### src/rtl/tod_pkg.sv
package tod_pkg;

    localparam int ADDR_W = 3;

    localparam logic [ADDR_W-1:0] A_SEC  = 3'd0;
    localparam logic [ADDR_W-1:0] A_MIN  = 3'd1;
    localparam logic [ADDR_W-1:0] A_HOUR = 3'd2;
    localparam logic [ADDR_W-1:0] A_DOW  = 3'd3;
    localparam logic [ADDR_W-1:0] A_DATE = 3'd4;
    localparam logic [ADDR_W-1:0] A_MON  = 3'd5;
    localparam logic [ADDR_W-1:0] A_YEAR = 3'd6;

    typedef struct packed {
        logic [7:0] sec;
        logic [7:0] min;
        logic [7:0] hour;
        logic [7:0] dow;
        logic [7:0] date;
        logic [7:0] mon;
        logic [7:0] year;
    } tod_regs_t;

    // Increment a two-digit packed BCD value (no wrap handling here).
    function automatic logic [7:0] bcd_step(input logic [7:0] v);
        logic [7:0] r;
        if (v[3:0] == 4'd9) r = {v[7:4] + 4'd1, 4'd0};
        else                r = {v[7:4], v[3:0] + 4'd1};
        return r;
    endfunction

    // Year divisible by four, from its BCD digits.
    function automatic logic leap_year(input logic [7:0] y);
        logic [6:0] bin;
        bin = 7'(y[7:4]) * 7'd10 + 7'(y[3:0]);
        return bin[1:0] == 2'b00;
    endfunction

    // Last BCD date of a month.
    function automatic logic [7:0] month_last_day(input logic [4:0] m,
                                                  input logic [7:0] y);
        logic [7:0] r;
        case (m)
            5'h02:                      r = leap_year(y) ? 8'h29 : 8'h28;
            5'h04, 5'h06, 5'h09, 5'h11: r = 8'h30;
            default:                    r = 8'h31;
        endcase
        return r;
    endfunction

endpackage

### src/rtl/tod_subsec_div.sv
module tod_subsec_div #(
    parameter int unsigned TICKS_PER_SEC = 1
) (
    input  logic clk_i,
    input  logic rst_ni,
    input  logic tick_i,
    input  logic clr_i,
    output logic sec_evt_o
);
    localparam int CW = (TICKS_PER_SEC > 1) ? $clog2(TICKS_PER_SEC) : 1;
    localparam logic [CW-1:0] LAST = CW'(TICKS_PER_SEC - 1);

    logic [CW-1:0] cnt_d, cnt_q;

    always_comb begin
        cnt_d     = cnt_q;
        sec_evt_o = 1'b0;
        if (clr_i) begin
            cnt_d = '0;
        end else if (tick_i) begin
            if (cnt_q == LAST) begin
                cnt_d     = '0;
                sec_evt_o = 1'b1;
            end else begin
                cnt_d = cnt_q + CW'(1);
            end
        end
    end

    always_ff @(posedge clk_i or negedge rst_ni) begin
        if (!rst_ni) cnt_q <= '0;
        else         cnt_q <= cnt_d;
    end

    AST_DIV_CLEAR: assert property (@(posedge clk_i) disable iff (!rst_ni)
        clr_i |=> (cnt_q == '0));
    AST_DIV_QUIET: assert property (@(posedge clk_i) disable iff (!rst_ni)
        (!tick_i && !clr_i) |=> $stable(cnt_q));

endmodule

### src/rtl/tod_hour_unit.sv
module tod_hour_unit (
    input  logic [6:0] hour_i,
    input  logic       adv_i,
    output logic [6:0] hour_o,
    output logic       day_o
);
    logic       mode12;
    logic       pm_d;
    logic [4:0] h12_d;
    logic [5:0] h24_d;

    assign mode12 = hour_i[6];

    always_comb begin
        hour_o = hour_i;
        day_o  = 1'b0;
        pm_d   = hour_i[5];
        h12_d  = hour_i[4:0];
        h24_d  = hour_i[5:0];
        if (adv_i) begin
            if (mode12) begin
                if (hour_i[4:0] == 5'h12) begin
                    h12_d = 5'h01;
                end else if (hour_i[4:0] == 5'h11) begin
                    h12_d = 5'h12;
                    pm_d  = ~hour_i[5];
                    day_o = hour_i[5];
                end else begin
                    h12_d = 5'(bcd_step_5(hour_i[4:0]));
                end
                hour_o = {1'b1, pm_d, h12_d};
            end else begin
                if (hour_i[5:0] == 6'h23) begin
                    h24_d = 6'h00;
                    day_o = 1'b1;
                end else begin
                    h24_d = bcd_step_6(hour_i[5:0]);
                end
                hour_o = {1'b0, h24_d};
            end
        end
    end

    function automatic logic [4:0] bcd_step_5(input logic [4:0] v);
        logic [7:0] w;
        w = tod_pkg::bcd_step({3'b000, v});
        return w[4:0];
    endfunction

    function automatic logic [5:0] bcd_step_6(input logic [5:0] v);
        logic [7:0] w;
        w = tod_pkg::bcd_step({2'b00, v});
        return w[5:0];
    endfunction

endmodule

### src/rtl/tod_date_unit.sv
module tod_date_unit (
    input  logic       adv_i,
    input  logic [7:0] dow_i,
    input  logic [7:0] date_i,
    input  logic [7:0] mon_i,
    input  logic [7:0] year_i,
    output logic [7:0] dow_o,
    output logic [7:0] date_o,
    output logic [7:0] mon_o,
    output logic [7:0] year_o
);
    import tod_pkg::*;

    logic [7:0] last_day;
    logic       month_end;
    logic       year_end;

    assign last_day  = month_last_day(mon_i[4:0], year_i);
    assign month_end = (date_i == last_day);
    assign year_end  = month_end && (mon_i[4:0] == 5'h12);

    always_comb begin
        dow_o  = dow_i;
        date_o = date_i;
        mon_o  = mon_i;
        year_o = year_i;
        if (adv_i) begin
            dow_o = (dow_i == 8'h07) ? 8'h01 : bcd_step(dow_i);
            if (!month_end) begin
                date_o = bcd_step(date_i);
            end else begin
                date_o = 8'h01;
                if (!year_end) begin
                    mon_o = {mon_i[7], 2'b00, 5'(bcd_step({3'b000, mon_i[4:0]}))};
                end else begin
                    if (year_i == 8'h99) begin
                        year_o = 8'h00;
                        mon_o  = {~mon_i[7], 7'h01};
                    end else begin
                        year_o = bcd_step(year_i);
                        mon_o  = {mon_i[7], 7'h01};
                    end
                end
            end
        end
    end

endmodule

### src/rtl/tod_calendar.sv
module tod_calendar #(
    parameter int unsigned TICKS_PER_SEC = 1
) (
    input  logic       clk_i,
    input  logic       rst_ni,
    input  logic       tick_i,
    input  logic       wr_en_i,
    input  logic [2:0] wr_addr_i,
    input  logic [7:0] wr_data_i,
    input  logic [2:0] rd_addr_i,
    output logic [7:0] rd_data_o
);
    import tod_pkg::*;

    localparam tod_regs_t RESET_VAL = '{sec: 8'h00, min: 8'h00, hour: 8'h00,
                                        dow: 8'h01, date: 8'h01, mon: 8'h01,
                                        year: 8'h00};

    tod_regs_t  regs_d, regs_q;
    logic       sec_evt;
    logic       sec_clr;
    logic       sec_wrap, min_wrap;
    logic       hour_adv, day_adv;
    logic [6:0] hour_nxt;
    logic [7:0] dow_nxt, date_nxt, mon_nxt, year_nxt;

    assign sec_clr  = wr_en_i && (wr_addr_i == A_SEC);
    assign sec_wrap = (regs_q.sec == 8'h59);
    assign min_wrap = (regs_q.min == 8'h59);
    assign hour_adv = sec_evt && !wr_en_i && sec_wrap && min_wrap;

    tod_subsec_div #(.TICKS_PER_SEC(TICKS_PER_SEC)) div_i (
        .clk_i    (clk_i),
        .rst_ni   (rst_ni),
        .tick_i   (tick_i),
        .clr_i    (sec_clr),
        .sec_evt_o(sec_evt)
    );

    tod_hour_unit hour_i (
        .hour_i(regs_q.hour[6:0]),
        .adv_i (hour_adv),
        .hour_o(hour_nxt),
        .day_o (day_adv)
    );

    tod_date_unit date_i (
        .adv_i (day_adv),
        .dow_i (regs_q.dow),
        .date_i(regs_q.date),
        .mon_i (regs_q.mon),
        .year_i(regs_q.year),
        .dow_o (dow_nxt),
        .date_o(date_nxt),
        .mon_o (mon_nxt),
        .year_o(year_nxt)
    );

    always_comb begin
        regs_d = regs_q;
        if (wr_en_i) begin
            case (wr_addr_i)
                A_SEC:   regs_d.sec  = {1'b0, wr_data_i[6:0]};
                A_MIN:   regs_d.min  = {1'b0, wr_data_i[6:0]};
                A_HOUR:  regs_d.hour = {1'b0, wr_data_i[6:0]};
                A_DOW:   regs_d.dow  = {5'b0, wr_data_i[2:0]};
                A_DATE:  regs_d.date = {2'b0, wr_data_i[5:0]};
                A_MON:   regs_d.mon  = {wr_data_i[7], 2'b00, wr_data_i[4:0]};
                A_YEAR:  regs_d.year = wr_data_i;
                default: regs_d = regs_q;
            endcase
        end else if (sec_evt) begin
            regs_d.sec = sec_wrap ? 8'h00 : bcd_step(regs_q.sec);
            if (sec_wrap) begin
                regs_d.min = min_wrap ? 8'h00 : bcd_step(regs_q.min);
            end
            regs_d.hour = {1'b0, hour_nxt};
            regs_d.dow  = dow_nxt;
            regs_d.date = date_nxt;
            regs_d.mon  = mon_nxt;
            regs_d.year = year_nxt;
        end
    end

    always_ff @(posedge clk_i or negedge rst_ni) begin
        if (!rst_ni) regs_q <= RESET_VAL;
        else         regs_q <= regs_d;
    end

    always_comb begin
        case (rd_addr_i)
            A_SEC:   rd_data_o = regs_q.sec;
            A_MIN:   rd_data_o = regs_q.min;
            A_HOUR:  rd_data_o = regs_q.hour;
            A_DOW:   rd_data_o = regs_q.dow;
            A_DATE:  rd_data_o = regs_q.date;
            A_MON:   rd_data_o = regs_q.mon;
            A_YEAR:  rd_data_o = regs_q.year;
            default: rd_data_o = 8'h00;
        endcase
    end

    AST_IDLE_HOLD: assert property (@(posedge clk_i) disable iff (!rst_ni)
        (!wr_en_i && !sec_evt) |=> $stable(regs_q));
    AST_SEC_STEP: assert property (@(posedge clk_i) disable iff (!rst_ni)
        (sec_evt && !wr_en_i) |=> (regs_q.sec != $past(regs_q.sec)));
    AST_WRITE_LOAD: assert property (@(posedge clk_i) disable iff (!rst_ni)
        (wr_en_i && wr_addr_i == A_YEAR) |=> (regs_q.year == $past(wr_data_i)));
    AST_WRITE_BLOCKS: assert property (@(posedge clk_i) disable iff (!rst_ni)
        (wr_en_i && wr_addr_i != A_SEC) |=> $stable(regs_q.sec));
    AST_MODE_KEEP: assert property (@(posedge clk_i) disable iff (!rst_ni)
        !wr_en_i |=> $stable(regs_q.hour[6]));
    AST_CENTURY_FLIP: assert property (@(posedge clk_i) disable iff (!rst_ni)
        (!wr_en_i && sec_evt && regs_q.year == 8'h99 && regs_q.mon[4:0] == 5'h12
         && regs_q.date == 8'h31 && hour_adv && day_adv)
        |=> (regs_q.mon[7] != $past(regs_q.mon[7]) && regs_q.year == 8'h00));

endmodule

### config.mk
export PLATFORM = sky130hd
export DESIGN_NAME = tod_calendar
export DESIGN_NICKNAME = d
export VERILOG_FILES = /design/src/rtl/tod_pkg.sv /design/src/rtl/tod_subsec_div.sv /design/src/rtl/tod_hour_unit.sv /design/src/rtl/tod_date_unit.sv /design/src/rtl/tod_calendar.sv
export SDC_FILE = /design/constraint.sdc
export NUM_CORES = 1
export LEC_CHECK = 0
export BUFFER_PORTS_ARGS = -buffer_cell sky130_fd_sc_hd__buf_2
export CORE_MARGIN = 4
export CORE_UTILIZATION = 64
export CTS_BUF_LIST = sky130_fd_sc_hd__clkbuf_2 sky130_fd_sc_hd__clkbuf_4 sky130_fd_sc_hd__clkbuf_8
export CTS_CLUSTER_SIZE = 20
export DETAILED_ROUTE_END_ITERATION = 6
export PLACE_DENSITY = 0.88
export SLEW_MARGIN = 20
export SYNTH_ARGS = -nofsm -noshare
export SYNTH_HDL_FRONTEND = slang
export SYNTH_HIERARCHICAL = 1
export SYNTH_SLANG_ARGS = --single-unit
### constraint.sdc
create_clock -name clk_i -period 3.18 [get_ports clk_i]
set_input_delay 0.477 -clock clk_i [delete_from_list [all_inputs] [get_ports clk_i]]
set_output_delay 0.477 -clock clk_i [all_outputs]
set_load 0.05 [all_outputs]
Yosys cells after proc, flatten, opt, wreduce, memory -nomap -nowiden
Cells that the tools add are included.
{"block": "classes", "n_addsub": 17, "mul": 1, "n_eq_ne": 43, "mux": 53, "n_bitwise": 2, "n_reduce_logical": 42}
{"op": "two-way mux 8 bit", "count": 27}
{"op": "two-way mux 56 bit", "count": 2}
{"op": "one-hot mux 8 bit (7 select lines)", "count": 1}
{"op": "adder 4 x 1 -> 4 bit (second input constant)", "count": 12}
{"op": "equality test 4 bit (second input constant)", "count": 7}
{"op": "equality test 5 bit (second input constant)", "count": 4}
{"op": "two-way mux 5 bit", "count": 4}
{"op": "equality test 3 bit (second input constant)", "count": 6}
{"op": "AND reduction 6 bit", "count": 3}
{"op": "nonzero test 3 bit", "count": 6}
{"op": "equality test 8 x 7 -> 1 bit (second input constant)", "count": 2}
{"op": "one-hot mux 8 bit (2 select lines)", "count": 1}
{"op": "AND reduction 4 bit", "count": 4}
{"op": "nonzero test 2 bit", "count": 8}
{"op": "AND reduction 3 bit", "count": 5}
{"op": "AND reduction 5 bit", "count": 3}
{"op": "two-way mux 1 bit", "count": 14}
{"op": "two-way mux 7 bit", "count": 2}
{"op": "inequality test 2 x 1 -> 1 bit (second input constant)", "count": 7}
{"op": "equality test 3 x 2 -> 1 bit (second input constant)", "count": 4}
{"op": "two-way mux 6 bit", "count": 2}
{"op": "equality test 5 x 3 -> 1 bit (second input constant)", "count": 2}
{"op": "equality test 8 x 3 -> 1 bit (second input constant)", "count": 1}
{"op": "equality test 8 bit", "count": 1}
{"op": "20 further kinds", "count": 30}
{"block": "totals", "ff_bits": 57, "inputBits": 18, "elab_cells": 176}

Depth between registers and ports, before layout
{"block": "logic_depth", "ltp_word": 12, "ltp_mapped": 15}

Hierarchy
The synthesis kept the hierarchy.
{"module": "tod_calendar", "instances": 1, "cells_per_inst": 344, "area_per_inst_um2": 3305.7, "seq_area_each_um2": 1380.1}
{"module": "tod_date_unit", "instances": 1, "cells_per_inst": 145, "area_per_inst_um2": 1008.5, "seq_area_each_um2": 0.0}
{"module": "tod_hour_unit", "instances": 1, "cells_per_inst": 42, "area_per_inst_um2": 290.3, "seq_area_each_um2": 0.0}
{"module": "tod_subsec_div", "instances": 1, "cells_per_inst": 1, "area_per_inst_um2": 13.8, "seq_area_each_um2": 0.0}

Worst setup path after synthesis
OpenSTA, ideal clock, no wires.
{"block": "synth_path", "path_type": "input port to flip-flop", "startpoint": "input port wr_en_i", "endpoint": "register regs_q[11]", "setup_time_ps": 126, "arrival_ps": 3030, "required_ps": 3054, "setup_slack_ps": 24, "stages": 14, "path_cell_list": "nor4b_4 -> nor2b_4 -> nor2b_1 -> buf_2 -> nand4b_1 -> nor4_1 -> buf_2 -> nor2b_1 -> inv_1 -> nor3_4 -> nand3_1 -> a221o_1 -> mux2i_1 -> a21oi_1"}
{"block": "synth_between", "elab_chain_len": 8, "elab_cells_between_ends": 13, "cone_classes": "eq/ne (1); mux (3); reduce/logical (9)"}
{"element": "start, declared", "line": "tod_calendar.sv:7", "source": "input logic wr_en_i,"}
{"element": "logical AND 1 bit", "line": "tod_calendar.sv:27", "source": "assign sec_clr = wr_en_i && (wr_addr_i == A_SEC);"}
{"element": "two-way mux 1 bit", "line": "tod_subsec_div.sv:18", "source": "if (clr_i) begin"}
{"element": "net sec_evt", "line": "tod_calendar.sv:20", "source": "logic sec_evt;"}
{"element": "logical AND 1 bit (3 in a row)", "line": "tod_calendar.sv:30", "source": "assign hour_adv = sec_evt && !wr_en_i && sec_wrap && min_wrap;"}
{"element": "net hour_adv", "line": "tod_calendar.sv:23", "source": "logic hour_adv, day_adv;"}
{"element": "two-way mux 1 bit", "line": "tod_hour_unit.sv:20", "source": "if (adv_i) begin"}
{"element": "net day_adv", "line": "tod_calendar.sv:23"}
{"element": "nonzero test 2 bit (no line)"}
{"element": "AND reduction 4 bit (no line)"}
{"element": "end signal, assigned", "line": "tod_calendar.sv:87", "source": "else regs_q <= regs_d;"}
{"element": "end, declared", "line": "tod_calendar.sv:19", "source": "tod_regs_t regs_d, regs_q;"}
The timed path passes the listed nets, and every way through them passes these cells.
A chain may end at the register's enable or synchronous reset.

Final worst setup path
{"block": "layout_path", "startpoint": "register regs_q[49]", "endpoint": "register regs_q[1]"}
{"block": "layout_between", "elab_chain_len": 6}
{"element": "equality test 8 x 7 -> 1 bit", "line": "tod_calendar.sv:28", "source": "assign sec_wrap = (regs_q.sec == 8'h59);"}
{"element": "logical AND 1 bit (2 in a row)", "line": "tod_calendar.sv:30"}
{"element": "net hour_adv", "line": "tod_calendar.sv:23"}
{"element": "two-way mux 1 bit", "line": "tod_hour_unit.sv:20"}
{"element": "net day_adv", "line": "tod_calendar.sv:23"}
{"element": "nonzero test 2 bit (no line)"}
{"element": "AND reduction 5 bit (no line)"}
The timed path passes the listed nets, and every way through them passes these cells.

==> flow_metrics.env <==
export IMPL_regMostFlops="regs_q"
export IMPL_top_regs="regs_q x55"
export IMPL_hold_viol_final=0
export IMPL_cts_clk_slew_worst_paths_ns=0.10
export IMPL_pre_cts_slack_ns=0.07104
export IMPL_grt_max_degree=59
export IMPL_p_leak_nw=2.125
export IMPL_fp_dieArea_mm2=0.008639
export IMPL_antenna_found_initial=0
export IMPL_status="finished clean"
export IMPL_cts_max_path_buffers=2
export IMPL_syn_to_final_growth_pct=5.392
export IMPL_synth_avg_cell_area_um2=8.681
export IMPL_worstMarginPinSlew_ns=0.9928
export IMPL_path_buf_inv=3
export IMPL_cts_buffers=5
export IMPL_tns_ns=0
export IMPL_port_buffers=25
export IMPL_nets=581
export IMPL_required_ns=3.35
export IMPL_rows=30
export IMPL_fin_crit_ns=2.864
export IMPL_critical_path_top_delay_family="simple AND/OR/NAND/NOR gates"
export IMPL_cap_violations=0
export IMPL_worst_path_largest_cell_delay_ns=0.45
export IMPL_synth_seq_area_share=0.2988
export IMPL_ys_types=77
export IMPL_dp_cells=634
export IMPL_layout_cells_non_filler=642
export IMPL_setup_viol=0
export IMPL_synth_main_ff_cell="dfrtp_1"
export IMPL_worst_slack_ns=0.3159
export IMPL_criticalPathCategory="reg2reg"
export IMPL_dr_pass1_iters=6
export IMPL_vias_per_cell=6.693
export IMPL_post_drt_wl_per_cell_um=18.90
export IMPL_cts_hold_buf=0
export IMPL_ir_worst_vdd_v=0.0002692
export IMPL_synth_nets=568
export IMPL_initial_utilization=0.6687
export IMPL_cp_max_fo=5
export IMPL_cts_htree_levels=2
export IMPL_rr_worst_depth=14
export IMPL_max_freq_mhz=349.2
export IMPL_cts_tree="done"
export IMPL_slowest_stage="dfrtp_1"
export IMPL_cts_resized=0
export IMPL_ctsRootBufferMaster="clkbuf_8"
export IMPL_route_detailed_drc=0
export IMPL_crit_start="regs_q[49]"
export IMPL_netlist_area_mm2=0.004618
export IMPL_crit_chain="inv_1 > ha_1 > nand2_1 > nor3_1 > nand4b_1 > nor4_2 > nor2b_2 > inv_1 > nor3_4 > buf_4 > nand2_1 > mux2_1 > nand2b_1 > a31oi_1"
export IMPL_cp_start_kind="register"
export IMPL_ant_nets=0
export IMPL_power_density_mw_per_mm2=491.3
export IMPL_dpl_hpwl_um=8818
export IMPL_rsz0062_at_grt="false"
export IMPL_yosysWarnings=6
export IMPL_cts_sinks=55
export IMPL_io_pins=26
export IMPL_grt_first_pass_wirelength_um=19580
export IMPL_first_global_vias=3828
export IMPL_routed_wirelength_um=12130
export IMPL_antenna_cells=0
export IMPL_drv_slew=0
export IMPL_hp_class="in2async"
export IMPL_grt_overflow=0
export IMPL_grt_use_total=0.2862
export IMPL_largest_reg_flops=55
export IMPL_postCtsSetupRepairBufs=0
export IMPL_num_vias=4297
export IMPL_fin_util=0.7047
export IMPL_synth_edf_count=0
export IMPL_finalCritPeriodShare=0.9007
export IMPL_netlist_instances=532
export IMPL_core_area_mm2=0.006907
export IMPL_async_reset_ff_frac=1.000
export IMPL_die_width_um=92.95
export IMPL_critPathCaptureType="register"
export IMPL_cp_depth=14
export IMPL_cp_arrival_ns=3.04
export IMPL_yosys_register_bits=55
export IMPL_n_fill_cell=534
export IMPL_timing_rr_start="regs_q[49]"
export IMPL_finClkSkew_ns=0.005802
export IMPL_drive_gt1_frac=0.1685
export IMPL_die_y_um=92.95
export IMPL_clock_latency_ns=0.32
export IMPL_finalWeightedCongestion=0.9260
export IMPL_slew_headroom=0.3351
export IMPL_drt_initial_drc_count=562
-- cell families (layout without fill, tap and decap cells) --
kind of cell,count (synthesis),after routing,synth area share
xor+xnor,13,13,0.02465
simple gates,207,207,0.2479
mux,49,49,0.1244
buf+inv,54,68,0.05771
compound gates,136,136,0.1978
flops,55,55,0.2988
fa+ha+maj,18,18,0.04877
-- through the flow --
step / total power, mW / cell area (µm²) / hold slack, ns
after floorplan: 1.722 / 4618 / 0.1814
after global placement: 1.920 / 4770 / 0.4639
after detailed placement: 1.974 / 4770 / 0.4746
after CTS: 2.370 / 4858 / 0.1276
after global routing: 2.537 / 4867 / 0.1435
final: 2.391 / 4867 / 0.1094
-- final cells by class --
type,count,area [µm²],share of cell area
repair buffers,36,207.7,0.04267
clock inverters,3,20.02,0.004113
well taps,96,120.1,0.02468
inverters,24,90.09,0.01851
multi-input cells,423,2980,0.6123
flip-flops and latches,55,1380,0.2835
clock buffers,5,68.82,0.01414
-- power breakdown --
part           internal, mW  switching, mW
Sequential            0.840          0.287
Combinational         0.391          0.473
Clock                 0.154          0.246
Total                  1.39           1.01
-- worst paths after layout --
path,slack [ns],to
max,0.32,regs_q[1]
min,0.11,regs_q[17]
max reg2reg,0.32,regs_q[1]
min reg2reg,0.55,regs_q[13]
max in group asynchronous,2.30,regs_q[24]
min in group clk_i,0.48,regs_q[16]
-- metal layers --
| metal | vias up | track usage | wire [µm] |
|---|---|---|---|
| met1 | 2071 | 0.3872 | 4941 |
| met2 | 223 | 0.4613 | 5769 |
| li1 | 1973 | - | - |
| met4 | 0 | 0.08791 | 357 |
| met3 | 30 | 0.05849 | 1064 |
| met5 | - | 0 | 0 |
-- Yosys cell counts (all sizes together) (13+ instances only) --
cell | instances | area share
buf | 22 | 0.031
mux2 | 18 | 0.046
dfrtp | 52 | 0.28
ha | 18 | 0.049
o21ai | 39 | 0.042
inv | 24 | 0.020
nand2 | 51 | 0.042
nor2b | 14 | 0.021
a21oi | 24 | 0.026
nand2b | 13 | 0.018
nand3 | 17 | 0.018
mux2i | 27 | 0.059
nor2 | 49 | 0.040
-- cells in the final DEF (no fill, tap or decap), types with 5 or more instances in the layout --
| cell type | netlist | routed |
|---|---|---|
| inv_1 | 24 | 24 |
| nand3b_1 | 5 | 5 |
| clkbuf_8 | 0 | 5 |
| nor2b_1 | 13 | 12 |
| nand3_1 | 17 | 17 |
| nand2b_1 | 13 | 13 |
| mux2_2 | 13 | 13 |
| nand4_1 | 8 | 8 |
| nand2_1 | 50 | 50 |
| nor3b_1 | 5 | 5 |
| a31oi_1 | 11 | 11 |
| a21oi_1 | 24 | 24 |
| nor2_1 | 48 | 48 |
| o21ai_0 | 38 | 38 |
| ha_1 | 18 | 18 |
| a22oi_1 | 7 | 7 |
| o22ai_1 | 7 | 7 |
| a22o_1 | 10 | 10 |
| mux2i_1 | 27 | 27 |
| xnor2_1 | 8 | 8 |
| dfrtp_1 | 52 | 52 |
| buf_4 | 2 | 11 |
| and3_1 | 5 | 5 |
| nor3_1 | 8 | 8 |
| buf_2 | 14 | 25 |
| xor2_1 | 5 | 5 |
| and3b_1 | 6 | 6 |
Power figures use the tool's default switching activity.
